--- config.mk ---
export PLATFORM = sky130hd
export DESIGN_NAME = vrc_res_check
export DESIGN_NICKNAME = d
export VERILOG_FILES = /design/src/rtl/vrc_pkg.sv /design/src/rtl/vrc_cfg_watch.sv /design/src/rtl/vrc_line_meter.sv /design/src/rtl/vrc_field_meter.sv /design/src/rtl/vrc_match_flag.sv /design/src/rtl/vrc_res_check.sv
export SDC_FILE = /design/constraint.sdc
export NUM_CORES = 1
export LEC_CHECK = 0
export ABC_CLOCK_PERIOD_IN_PS = 2700
export BUFFER_PORTS_ARGS = -buffer_cell sky130_fd_sc_hd__buf_2
export CAP_MARGIN = 0
export CORE_MARGIN = 8
export CORE_UTILIZATION = 35
export CTS_BUF_LIST = sky130_fd_sc_hd__clkbuf_2
export DETAILED_ROUTE_END_ITERATION = 12
export PLACE_DENSITY = 0.51
export SYNTH_ARGS = -nofsm -noshare
export SYNTH_HDL_FRONTEND = slang
export SYNTH_SLANG_ARGS = --single-unit
--- constraint.sdc ---
create_clock -name clk -period 2.7 [get_ports clk]
set_clock_uncertainty 0.1 [all_clocks]
set_input_delay 0.54 -clock clk [delete_from_list [all_inputs] [get_ports clk]]
set_output_delay 0.54 -clock clk [all_outputs]
set_load 0.005 [all_outputs]
--- src/rtl/vrc_pkg.sv ---
package vrc_pkg;

  // Scan type selected by the configuration input
  typedef enum logic {
    SCAN_PROG = 1'b0,
    SCAN_INTL = 1'b1
  } scan_e;

  // Verdict for one closed field
  typedef struct packed {
    logic ok;
    logic fid;
  } fres_t;

endpackage

--- src/rtl/vrc_cfg_watch.sv ---
module vrc_cfg_watch #(
  parameter int unsigned DIM_W = 16
) (
  input  logic             clk,
  input  logic             rst_n,
  input  logic [DIM_W-1:0] cfg_width,
  input  logic [DIM_W-1:0] cfg_height0,
  input  logic [DIM_W-1:0] cfg_height1,
  input  logic             cfg_interlaced,
  output logic             cfg_chg
);

  localparam int unsigned CFG_W = 3 * DIM_W + 1;

  logic [CFG_W-1:0] cfg_now;
  logic [CFG_W-1:0] cfg_q;
  logic [CFG_W-1:0] cfg_d;
  logic             primed_q;
  logic             primed_d;

  assign cfg_now = {cfg_interlaced, cfg_height1, cfg_height0, cfg_width};

  // Next state: remember the configuration seen this cycle
  always_comb begin
    cfg_d    = cfg_now;
    primed_d = 1'b1;
    cfg_chg  = primed_q && (cfg_now != cfg_q);
  end

  always_ff @(posedge clk or negedge rst_n) begin
    if (!rst_n) begin
      cfg_q    <= '0;
      primed_q <= 1'b0;
    end else begin
      cfg_q    <= cfg_d;
      primed_q <= primed_d;
    end
  end

endmodule

--- src/rtl/vrc_line_meter.sv ---
module vrc_line_meter #(
  parameter int unsigned DIM_W = 16
) (
  input  logic             clk,
  input  logic             rst_n,
  input  logic             cnt_en,
  input  logic             start,
  input  logic             in_eol,
  input  logic [DIM_W-1:0] cfg_width,
  output logic             pix_pend,
  output logic             line_err
);

  localparam logic [DIM_W-1:0] CNT_MAX = '1;

  logic [DIM_W-1:0] pix_q;
  logic [DIM_W-1:0] pix_d;
  logic [DIM_W-1:0] pix_base;
  logic [DIM_W-1:0] pix_now;
  logic             err_q;
  logic             err_d;
  logic             err_base;
  logic             at_max;

  // Next state for the pixels-in-line counter and the sticky width error
  always_comb begin
    pix_base = start ? '0 : pix_q;
    err_base = start ? 1'b0 : err_q;
    at_max   = (pix_base == CNT_MAX);
    pix_now  = at_max ? CNT_MAX : pix_base + 1'b1;
    if (in_eol) begin
      pix_d = '0;
      err_d = err_base | at_max | (pix_now != cfg_width);
    end else begin
      pix_d = pix_now;
      err_d = err_base | at_max;
    end
  end

  always_ff @(posedge clk or negedge rst_n) begin
    if (!rst_n) begin
      pix_q <= '0;
      err_q <= 1'b0;
    end else if (cnt_en) begin
      pix_q <= pix_d;
      err_q <= err_d;
    end
  end

  assign pix_pend = (pix_q != '0);
  assign line_err = err_q;

endmodule

--- src/rtl/vrc_field_meter.sv ---
module vrc_field_meter
  import vrc_pkg::*;
#(
  parameter int unsigned DIM_W = 16
) (
  input  logic             clk,
  input  logic             rst_n,
  input  logic             in_valid,
  input  logic             in_sof,
  input  logic             in_eol,
  input  logic             in_field,
  input  logic             cfg_interlaced,
  input  logic [DIM_W-1:0] cfg_height0,
  input  logic [DIM_W-1:0] cfg_height1,
  input  logic             cfg_chg,
  input  logic             pix_pend,
  input  logic             line_err,
  output logic             start,
  output logic             cnt_en,
  output logic             res_vld,
  output fres_t            res
);

  localparam logic [DIM_W-1:0] CNT_MAX = '1;

  scan_e            mode;
  logic             active_q;
  logic             active_d;
  logic             fid_q;
  logic [DIM_W-1:0] line_q;
  logic [DIM_W-1:0] line_d;
  logic [DIM_W-1:0] line_base;
  logic             lovf_q;
  logic             lovf_d;
  logic             lovf_base;
  logic             fid_chg;
  logic             close;
  logic [DIM_W-1:0] h_sel;
  logic             fld_ok;
  logic             res_vld_q;
  logic             res_vld_d;
  fres_t            res_q;
  fres_t            res_d;

  assign mode = scan_e'(cfg_interlaced);

  // Next state: field boundaries, line count and verdict of the closing field
  always_comb begin
    fid_chg   = (mode == SCAN_INTL) && (in_field != fid_q);
    start     = in_valid && (in_sof || (active_q && fid_chg));
    close     = start && active_q;
    cnt_en    = in_valid && (start || active_q);
    line_base = start ? '0 : line_q;
    lovf_base = start ? 1'b0 : lovf_q;
    line_d    = line_base;
    lovf_d    = lovf_base;
    if (in_eol) begin
      lovf_d = lovf_base | (line_base == CNT_MAX);
      line_d = (line_base == CNT_MAX) ? CNT_MAX : line_base + 1'b1;
    end
    h_sel     = ((mode == SCAN_INTL) && fid_q) ? cfg_height1 : cfg_height0;
    fld_ok    = !line_err && !pix_pend && !lovf_q && (line_q == h_sel);
    active_d  = cfg_chg ? 1'b0 : (start | active_q);
    res_d.ok  = fld_ok;
    res_d.fid = fid_q;
    res_vld_d = close && !cfg_chg;
  end

  always_ff @(posedge clk or negedge rst_n) begin
    if (!rst_n) begin
      active_q  <= 1'b0;
      res_vld_q <= 1'b0;
    end else begin
      active_q  <= active_d;
      res_vld_q <= res_vld_d;
    end
  end

  always_ff @(posedge clk or negedge rst_n) begin
    if (!rst_n) begin
      fid_q <= 1'b0;
    end else if (start) begin
      fid_q <= in_field;
    end
  end

  always_ff @(posedge clk or negedge rst_n) begin
    if (!rst_n) begin
      line_q <= '0;
      lovf_q <= 1'b0;
    end else if (cnt_en) begin
      line_q <= line_d;
      lovf_q <= lovf_d;
    end
  end

  always_ff @(posedge clk or negedge rst_n) begin
    if (!rst_n) begin
      res_q <= '0;
    end else if (close) begin
      res_q <= res_d;
    end
  end

  assign res_vld = res_vld_q;
  assign res     = res_q;

endmodule

--- src/rtl/vrc_match_flag.sv ---
module vrc_match_flag
  import vrc_pkg::*;
(
  input  logic  clk,
  input  logic  rst_n,
  input  logic  cfg_chg,
  input  logic  cfg_interlaced,
  input  logic  res_vld,
  input  fres_t res,
  output logic  match_o
);

  localparam int unsigned N_FLD = 2;

  scan_e            mode;
  logic [N_FLD-1:0] seen_v;
  logic             upd_en;
  logic             match_q;
  logic             match_d;

  assign mode   = scan_e'(cfg_interlaced);
  assign upd_en = cfg_chg | res_vld;

  // Latest verdict per field identifier (interlaced history)
  for (genvar f = 0; f < N_FLD; f++) begin : g_seen
    logic seen_q;
    logic seen_d;

    always_comb begin
      seen_d = seen_q;
      if (cfg_chg) begin
        seen_d = 1'b0;
      end else if (res_vld && (mode == SCAN_INTL) && (res.fid == 1'(f))) begin
        seen_d = res.ok;
      end
    end

    always_ff @(posedge clk or negedge rst_n) begin
      if (!rst_n) begin
        seen_q <= 1'b0;
      end else if (upd_en) begin
        seen_q <= seen_d;
      end
    end

    assign seen_v[f] = seen_q;
  end

  always_comb begin
    match_d = match_q;
    if (cfg_chg) begin
      match_d = 1'b0;
    end else if (res_vld) begin
      if (mode == SCAN_PROG) begin
        match_d = res.ok;
      end else begin
        match_d = res.ok && seen_v[~res.fid];
      end
    end
  end

  always_ff @(posedge clk or negedge rst_n) begin
    if (!rst_n) begin
      match_q <= 1'b0;
    end else if (upd_en) begin
      match_q <= match_d;
    end
  end

  assign match_o = match_q;

endmodule

--- src/rtl/vrc_res_check.sv ---
module vrc_res_check
  import vrc_pkg::*;
#(
  parameter int unsigned DIM_W = 16
) (
  input  logic             clk,
  input  logic             rst_n,
  input  logic             in_valid,
  input  logic             in_sof,
  input  logic             in_eol,
  input  logic             in_field,
  input  logic [DIM_W-1:0] cfg_width,
  input  logic [DIM_W-1:0] cfg_height0,
  input  logic [DIM_W-1:0] cfg_height1,
  input  logic             cfg_interlaced,
  output logic             match_o
);

  logic  cfg_chg;
  logic  start;
  logic  cnt_en;
  logic  pix_pend;
  logic  line_err;
  logic  res_vld;
  fres_t fld_res;

  vrc_cfg_watch #(.DIM_W(DIM_W)) u_cfg (
    .clk            (clk),
    .rst_n          (rst_n),
    .cfg_width      (cfg_width),
    .cfg_height0    (cfg_height0),
    .cfg_height1    (cfg_height1),
    .cfg_interlaced (cfg_interlaced),
    .cfg_chg        (cfg_chg)
  );

  vrc_line_meter #(.DIM_W(DIM_W)) u_line (
    .clk       (clk),
    .rst_n     (rst_n),
    .cnt_en    (cnt_en),
    .start     (start),
    .in_eol    (in_eol),
    .cfg_width (cfg_width),
    .pix_pend  (pix_pend),
    .line_err  (line_err)
  );

  vrc_field_meter #(.DIM_W(DIM_W)) u_field (
    .clk            (clk),
    .rst_n          (rst_n),
    .in_valid       (in_valid),
    .in_sof         (in_sof),
    .in_eol         (in_eol),
    .in_field       (in_field),
    .cfg_interlaced (cfg_interlaced),
    .cfg_height0    (cfg_height0),
    .cfg_height1    (cfg_height1),
    .cfg_chg        (cfg_chg),
    .pix_pend       (pix_pend),
    .line_err       (line_err),
    .start          (start),
    .cnt_en         (cnt_en),
    .res_vld        (res_vld),
    .res            (fld_res)
  );

  vrc_match_flag u_flag (
    .clk            (clk),
    .rst_n          (rst_n),
    .cfg_chg        (cfg_chg),
    .cfg_interlaced (cfg_interlaced),
    .res_vld        (res_vld),
    .res            (fld_res),
    .match_o        (match_o)
  );

endmodule

==> Implementation_results.wiki <==
{| class="wikitable"
! Metric !! Value
|-
| Antenna violations before repair || 1
|-
| Total congestion overflow || 0
|-
| Startpoint-to-endpoint class of the critical path || in2reg
|-
| Residual DRC count || 0
|-
| Type of element capturing the critical path || flop
|-
| Largest family of logic cells by synthesized area || simple AND/OR/NAND/NOR gates
|-
| Clock sinks || 92
|-
| Worst Max-Slew Pin Slew || 0.647 ns
|-
| Placeable core region || 15,100 sq um
|-
| Share of synthesized cell area in and, or, nand and nor gates || 19.9%
|-
| Count leader, synth || dfrtp_1
|-
| # setup viols final || 0
|-
| Maximum number of pins on one net before global-route repair || 44
|-
| Count of flip-flops with a built-in enable after synthesis || 0
|-
| Part of the cycle the worst path needs || 91.7%
|-
| Count of endpoints failing hold in the final timing report || 0
|-
| Nature of the critical path startpoint || input port
|-
| Unrepaired setup endpoints after global routing || false
|-
| Mux share of post-synthesis cell area || 4.30%
|-
| Result of the run || complete, no violations
|-
| Top cell types by occurrence after synthesis || dfrtp_1, nor2_1, xnor2_1
|-
| Cell with the largest stage delay on the worst path || dlygate4sd3_1
|-
| Maximum number of buffers from clock root to sink || 2
|-
| Height of the die || 140 um
|-
| Worst reg2reg path startpoint || u_line.pix_q[12]$_DFFE_PN0P_
|-
| Synthesized-area fraction occupied by ao, oa, aoi and oai cells || 15.7%
|-
| Setup slack on the worst flop-to-flop path || 0.27 ns
|-
| DRT antenna net count || 0
|-
| Tot GR Track Use || 16.8%
|-
| Number of nets at the end of the flow || 737
|-
| Via/cell ratio || 5.42
|-
| Total Die Area || 19,600 sq um
|-
| Post-synth cell types || 69
|-
| Count of filler cells inserted in the layout || 1,450
|-
| Hold path cells || 3
|-
| Average detailed-routed wire length per instance || 18.0 um
|-
| Synth Area per Inst || 9.55 sq um
|-
| Final Slew Violations || 0
|-
| RePlAce Congestion || 0.907
|-
| Clock slew at reported path FFs || 0.25 ns
|-
| Max_cap viols || 0
|-
| Cell type contributing the most total cell area after synthesis || dfrtp_1
|-
| Worst hold slack || 0.0802 ns
|-
| Post-synthesis xor/xnor area fraction || 12.3%
|-
| F_max || 404 MHz
|-
| Area contributors post-synth || dfrtp_1, xnor2_1, xor2_1, mux2i_1, a21oi_1
|-
| Largest stage delay on the critical path || 0.52 ns
|-
| Clock root buffer || clkbuf_2
|-
| Post-synthesis sequential element count || 92
|-
| Endpoint of the worst hold path || u_field.fid_q$_DFFE_PN0P_
|-
| Post-synthesis to final-layout area growth || 23.7%
|-
| Sequential-to-total area share from yosys stat || 42.7%
|-
| Synth Flop Type || dfrtp_1
|-
| Max Fanout on Critical Path || 11
|-
| Min-delay src || in_field
|-
| Reg2reg path depth || 7
|-
| Required time worst endpoint || 3.08 ns
|-
| Post-Place Cells || 808
|-
| Path category of the worst min-delay check || in2reg
|-
| Post-CTS setup buffers || 0
|-
| Proportion of netlist area held by the largest area contributor || 42.7%
|-
| Vias in the first global route || 4,755
|-
| Area of combinational cells with multiple inputs || 2850 sq um
|-
| Minimum period implied by the final worst setup slack || 2.48 ns
|-
| Critical path origin || cfg_interlaced
|-
| Share of synthesized flip-flops with an asynchronous set or reset || 100%
|-
| Overall power || 2.93 mW
|-
| Starting density of the core || 35.6%
|-
| Total of buffers placed on input and output ports || 55
|-
| Worst VDD drop || 0.228 mV
|-
| Area share of fa/ha/maj cells after synthesis || 0.232%
|-
| Area of the mapped netlist || 5390 sq um
|-
| Fraction of final layout cells with drive strength greater than 1 || 19.5%
|-
| Cell Count, Final, Fillers Out || 875
|-
| Worst path cell trace || dlygate4sd3_1, buf_2, nand3_4, o21a_1, and2_1, ha_2, and3_4, and3_4, and2_4, a41oi_1, o21ai_0
|-
| Number of CTS-inserted buffers || 9
|-
| Detail Placement HPWL || 11.8 mm
|-
| Max-slew headroom at the worst pin || 56.8%
|-
| Most used cell, CP || and3_4
|-
| Clock Latency Late Sink || 0.58 ns
|-
| Arrival time of data at the critical path endpoint || 2.85 ns
|-
| First-pass GRT wire length || 26.0 mm
|-
| Total iterations of the first detailed-routing run || 5
|-
| Setup Total Neg Slack || 0 ns
|-
| Number of H-tree branching levels || 3
|-
| Power density over the cells || 440 nW/um^2
|-
| Sum of routed wire length over all layers || 15.8 mm
|-
| Synth warnings || 0
|-
| Boundary Pins || 56
|-
| Number of standard cells after synthesis || 564
|-
| Synth Net Count || 620
|-
| Endpoint of the lowest-slack register-to-register path || u_line.line_err$_DFFE_PN0P_
|-
| Sequential cell area in the final layout || 2300 sq um
|-
| CTS tree || done
|-
| Cell leakage power || 2.84 nW
|-
| Vias after detailed routing || 4,742
|-
| Die extent in x || 140 um
|-
| Count of standard-cell rows || 45
|-
| Drt first-iter violations || 349
|}
[layout by cell type, fill, tap and decap left out, types with 4 or more instances in the layout]
| master | n |
|---|---|
| nor3_1 | 14 |
| inv_1 | 9 |
| a31oi_1 | 15 |
| clkbuf_2 | 10 |
| a41oi_1 | 6 |
| nor4_1 | 19 |
| buf_2 | 54 |
| xor2_1 | 35 |
| xnor2_1 | 39 |
| o22ai_1 | 6 |
| a21oi_1 | 32 |
| nor2_1 | 41 |
| nand4_1 | 14 |
| o21ai_1 | 7 |
| nand2b_1 | 5 |
| o21ai_0 | 32 |
| and3_1 | 4 |
| and2_1 | 4 |
| buf_4 | 36 |
| or4_1 | 4 |
| mux2i_1 | 22 |
| dlygate4sd3_1 | 50 |
| and4_1 | 5 |
| nand2_1 | 35 |
| dfrtp_1 | 92 |
| nand3_1 | 24 |
[cell type report]
cell class / count / share of cell area (%)
Inverter: 9 / 0.507
Antenna cell: 1 / 0.0375
Clock buffer: 10 / 0.751
Sequential cell: 92 / 34.5
Timing Repair Buffer: 143 / 16.5
Tap cell: 188 / 3.53
Multi-Input combinational cell: 426 / 42.7
Clock inverter: 6 / 1.41
[metrics by stage]
| step | util, % | setup slack, ns | cell area (sq um) |
|---|---|---|---|
| final | 44.0 | 0.224 | 6670 |
| after global routing | 44.0 | 0.0583 | 6670 |
| after CTS | 44.0 | 0.268 | 6660 |
| after detailed placement | 39.7 | 0.0939 | 6020 |
| after global placement | 39.7 | 0.116 | 6020 |
| after floorplan | - | -0.0153 | 5430 |
[per-layer routing]
metal	routed length (um)	share of wire, %	global-route usage (%)
met5	0	0	0
met4	252	1.6	7.09
met3	826	5.2	3.06
met2	7350	47	26.5
met1	7340	47	22.3
[power breakdown]
part           switching, mW  total (mW)  internal [mW]
logic                  0.310       0.586          0.276
registers             0.0738        1.52           1.45
clock network          0.501       0.821          0.320
[registers in the layout, summed over array words and instances, names as in the netlist]
| name | cells |
|---|---|
| u_field.active_q | 1 |
| u_cfg.cfg_q | 49 |
| u_field.res | 2 |
| u_line.pix_q | 16 |
| u_line.line_err | 1 |
| u_field.fid_q | 1 |
| u_cfg.primed_q | 1 |
| u_flag.match_o | 1 |
| u_field.line_q | 16 |
| u_field.lovf_q | 1 |
| u_field.res_vld | 1 |
| u_flag.g_seen.seen_q | 2 |
[worst max-delay path by stage]
stage,endpoint,slack [ns],cells after the start
after floorplan,u_field.line_q[11]$_DFFE_PN0P_,-0.02,14
after global placement,u_line.line_err$_DFFE_PN0P_,0.12,9
after detailed placement,u_field.line_q[9]$_DFFE_PN0P_,0.09,10
after CTS,u_field.line_q[9]$_DFFE_PN0P_,0.27,9
after global routing,u_line.line_err$_DFFE_PN0P_,0.06,7
final,u_field.line_q[9]$_DFFE_PN0P_,0.22,11
[logic make-up after synthesis]
kind of cell	count (synthesis)
AO/OA/AOI/OAI	133
XOR/XNOR	75
adder cells (fa/ha/maj)	1
buffers and inverters	46
flip-flops	92
multiplexers	23
other	1
AND/OR/NAND/NOR	193
[timing repair]
item | 4_1_cts | 5_1_grt
hold buffers | 50 | 0
resized for setup | 0 | 0
endpoints found under the hold margin | 103 | 0
[critical path: cells and delay by family]
kind            cells  cell delay, ns
compound gates      3            0.51
fa+ha+maj           1            0.21
simple gates        5            0.87
buf+inv             2            0.72
(Power assumes the default switching activity.)
